### config.mk
export PLATFORM = sky130hd
export DESIGN_NAME = sdram_pwrup_seq
export DESIGN_NICKNAME = d
export VERILOG_FILES = /design/src/rtl/sdram_pwrup_seq.sv
export SDC_FILE = /design/constraint.sdc
export NUM_CORES = 1
export LEC_CHECK = 0
export CAP_MARGIN = 10
export CORE_UTILIZATION = 40
export CTS_CLUSTER_DIAMETER = 200
export DETAILED_ROUTE_END_ITERATION = 12
export GPL_TIMING_DRIVEN = 0
export PLACE_DENSITY = 0.62
export SYNTH_ARGS = -nofsm -noshare
export SYNTH_HDL_FRONTEND = slang
export SYNTH_SLANG_ARGS = --single-unit
export TNS_END_PERCENT = 20
### constraint.sdc
create_clock -name clk -period 3.3 [get_ports clk]
set_clock_uncertainty 0.15 [all_clocks]
set_input_delay 0.825 -clock clk [delete_from_list [all_inputs] [get_ports clk]]
set_output_delay 0.825 -clock clk [all_outputs]
set_load 0.02 [all_outputs]
### src/rtl/sdram_pwrup_seq.sv
module sdram_pwrup_seq #(
  parameter int          CLK_MHZ  = 100,
  parameter int          WAIT_US  = 100,
  parameter int          T_RP     = 2,
  parameter int          T_RFC    = 7,
  parameter int          T_MRD    = 2,
  parameter logic [11:0] MODE_VAL = 12'h033
) (
  input  logic        clk,
  input  logic        rst_n,
  output logic        cs_n,
  output logic        ras_n,
  output logic        cas_n,
  output logic        we_n,
  output logic [1:0]  ba,
  output logic [11:0] addr,
  output logic        init_done
);
  localparam int WAIT_CYC = CLK_MHZ * WAIT_US;
  localparam int GRP = (T_RP  < 1) ? 1 : T_RP;
  localparam int GRF = (T_RFC < 1) ? 1 : T_RFC;
  localparam int GMR = (T_MRD < 1) ? 1 : T_MRD;
  localparam int M1 = (GRP > GRF) ? GRP : GRF;
  localparam int M2 = (M1 > GMR) ? M1 : GMR;
  localparam int CNT_MAX = (WAIT_CYC > M2) ? WAIT_CYC : M2;
  localparam int CW = $clog2(CNT_MAX + 1);

  typedef enum logic [3:0] {
    ST_RST, ST_WAIT, ST_PRE, ST_GRP, ST_REF1, ST_GRF1,
    ST_REF2, ST_GRF2, ST_MRS, ST_GMR, ST_DONE
  } st_t;

  st_t st, nxt;
  logic [CW-1:0] cnt, lim;
  logic timed, last;
  logic [3:0] cmd;

  always_comb begin
    timed = 1'b1;
    case (st)
      ST_WAIT:          lim = CW'(WAIT_CYC);
      ST_GRP:           lim = CW'(GRP);
      ST_GRF1, ST_GRF2: lim = CW'(GRF);
      ST_GMR:           lim = CW'(GMR);
      default: begin
        lim   = CW'(1);
        timed = 1'b0;
      end
    endcase
  end

  assign last = (cnt == lim - CW'(1));

  always_comb begin
    case (st)
      ST_RST:  nxt = ST_WAIT;
      ST_WAIT: nxt = ST_PRE;
      ST_PRE:  nxt = ST_GRP;
      ST_GRP:  nxt = ST_REF1;
      ST_REF1: nxt = ST_GRF1;
      ST_GRF1: nxt = ST_REF2;
      ST_REF2: nxt = ST_GRF2;
      ST_GRF2: nxt = ST_MRS;
      ST_MRS:  nxt = ST_GMR;
      ST_GMR:  nxt = ST_DONE;
      default: nxt = ST_DONE;
    endcase
  end

  always_ff @(posedge clk or negedge rst_n) begin
    if (!rst_n) begin
      st  <= ST_RST;
      cnt <= '0;
    end else if (timed && !last) begin
      cnt <= cnt + CW'(1);
    end else begin
      cnt <= '0;
      st  <= nxt;
    end
  end

  always_comb begin
    case (st)
      ST_RST:           cmd = 4'b1111;
      ST_PRE:           cmd = 4'b0010;
      ST_REF1, ST_REF2: cmd = 4'b0001;
      ST_MRS:           cmd = 4'b0000;
      default:          cmd = 4'b0111;
    endcase
  end

  assign {cs_n, ras_n, cas_n, we_n} = cmd;
  assign ba        = 2'b00;
  assign addr      = (st == ST_PRE) ? 12'h400 : (st == ST_MRS) ? MODE_VAL : 12'h000;
  assign init_done = (st == ST_DONE);
endmodule

==> results by group <==
Outcome
  – Status: complete, no violations

Layout
  – Antenna cell count: 0
  – Most common cell after layout, fill and taps aside: nor2_1
  – Fill cells: 316
  – Area of the multi-input gates: 751 um2
  – Fraction of layout cells with a size suffix above 1: 20.5%
  – Final net count: 172
  – Layout area overhead: 18.1%
  – Fin area: 1550 um2
  – Sequential cell area: 452 um2
  – Most frequent cells in the layout: nor2_1, dfrtp_1, xor2_1, buf_4, clkdlybuf4s50_1

Setup path
  – R2r endpoint: st[2]
  – Crit end category: register
  – Crit path launch: st[1]
  – CP max FO: 5
  – Critical path arrival: 3.17 ns
  – R2R Path Start: st[1]
  – Req. time, crit path: 3.34 ns
  – FF-to-FF setup slack: 0.17 ns
  – Crit path to: st[2]
  – Critical setup path kind: reg -> reg
  – Worst R2R Path Depth: 9
  – CP Launch Type: register

Floorplanning
  – Core ar.: 3080 um2
  – Initial cell density of the core: 42.6%
  – IO Pins: 21
  – Site Rows: 20
  – Die Wd: 59.3 um
  – Die area: 3510 um2
  – Die height: 59.3 um

Clock tree
  – Hold_buf cts: 0
  – Clk_lat worst skew: 0.30 ns
  – CTS tree: done
  – Clock slew at reported path FFs: 0.11 ns
  – Number of cells upsized or downsized after cts: 0
  – H-tree depth: 1
  – Clock root buffer: clkbuf_4
  – Post-CTS Setup Bufs: 0
  – Number of CTS-inserted buffers: 3
  – Clock buffer depth: 2
  – CTS Sinks: 18

Power
  – Total power: 0.383 mW
  – Leak Pwr: 0.765 nW
  – Worst vdd ir: 0.000111 V
  – PwrDens: 247 nW/um2

Routing
  – Initial DRC count: 33
  – TritonRoute pass-1 iters: 3
  – Post-route DRC: 0
  – Post-DRT Antenna Nets: 0
  – Routed wire per std cell: 11.7 um
  – DR vias: 974
  – Vias per inst: 4.75
  – Routed Wire Length: 2.41 mm

Timing
  – Setup TNS: 0 ns
  – Max-slew violation count: 0
  – RSZ-0062 raised after global routing: false
  – # setup viols final: 0
  – Maximum clock rate: 320 MHz
  – Slew headroom: 46.7%
  – Worst-margin pin slew: 0.798 ns
  – Setup slack after layout: 0.175 ns
  – Hold_ws: 0.354 ns
  – Final Hold Violating Endpoints: 0
  – Tmin final: 3.13 ns
  – Final period utilization: 94.7%

Synthesis
  – Synth Area per Inst: 9.50 um2
  – Main flop type after synthesis: dfrtp_1
  – Post-Synthesis Cell Area: 1310 um2
  – Async SR Flop Fraction: 100%
  – Post-synth cell types: 39
  – Yosys warning count: 0
  – Post-synth EDFFs: 0
  – Cells after Synth: 138
  – Post-synthesis register bit count: 18
  – Post-synthesis sequential area ratio: 34.4%

Hold path
  – Min-Delay Path Class: reg -> reg
  – Hold path cells: 1

Placement
  – Global placement routability congestion: 0.717
  – Setup Slack @ Placement: 0.181 ns
  – IO buf count: 11
  – DP Area: 1510 um2
  – DPL Wire Length: 1.82 mm

Global route
  – First-pass GRT wire length: 4.28 mm
  – Gr usage total: 16.0%
  – Largest net degree at the start of global routing: 19
  – Initial antenna violation count: 0
  – Vias in the first global route: 926
  – Total gr overflow: 0

Job
  – Max-cap viol count: 0
==> how the worst min path moves through the flow <==
stage          startpoint      to  slack (ns)
2_1_floorplan      cnt[0]  cnt[0]        0.31
3_5_place_dp       cnt[0]  cnt[0]        0.35
5_1_grt            cnt[0]  cnt[0]        0.40
3_3_place_gp       cnt[0]  cnt[0]        0.34
6_report           cnt[0]  cnt[0]        0.35
4_1_cts            cnt[0]  cnt[0]        0.36
==> critical path, stage by stage, from the launching register on <==
cell	delay (ns)
dfrtp_1	0.44
inv_1	0.14
ha_1	0.25
nor3b_1	0.40
inv_1	0.09
ha_1	0.31
xor2_1	0.14
o2111ai_1	0.22
or4_4	0.55
a221o_1	0.33
==> through the flow <==
step / cells / utilization [%]
after floorplan: 146 / -
after global placement: 201 / 48.9
after detailed placement: 201 / 48.9
after CTS: 205 / 50.1
after global routing: 205 / 50.3
final: 205 / 50.3
==> report_power, final <==
part	leakage, nW	internal (mW)	switching, mW
clock	0.0210	0.0673	0.0731
combinational	0.509	0.00814	0.0144
sequential	0.235	0.220	0
==> cells in the mapped netlist (all sizes together) (4+ instances only) <==
cell | count | area (um2)
nand3 | 5 | 25.0
buf | 15 | 118
nor2 | 18 | 67.6
inv | 4 | 15.0
nand4 | 4 | 25.0
xor2 | 12 | 105
dfrtp | 18 | 450
ha | 8 | 100
nand2 | 9 | 33.8
and2 | 7 | 46.3
==> state kept, by name, indices dropped and copies added, names as in the netlist <==
register / flops
cnt: 14
st: 4
==> cell families (layout without fill, tap and decap cells) <==
family	after synthesis	count (layout)	share of synthesized area (%)
AO/OA/AOI/OAI	15	15	10.1
XOR/XNOR	15	15	10.0
adder cells (fa/ha/maj)	8	8	7.63
buffers and inverters	21	36	10.7
flip-flops	18	18	34.4
multiplexers	3	3	2.29
other	1	9	0.286
AND/OR/NAND/NOR	57	57	24.6
==> routing by layer <==
layer / vias up / GRT usage [%] / wire length [um]
met4: 0 / 4.08 / 19
met2: 17 / 28.9 / 1210
met1: 464 / 19.5 / 1100
li1: 491 / - / -
met5: - / 0 / 0
met3: 2 / 2.84 / 76
==> area by class of cell <==
class	count	share of cell area [%]
plain buffers	17	8.24
clock buffers	4	2.34
inverters	4	0.969
multi-input cells	107	48.5
flip-flops and latches	18	29.2
well taps	44	3.55
repair buffers	11	7.27
(Power assumes the default switching activity.)
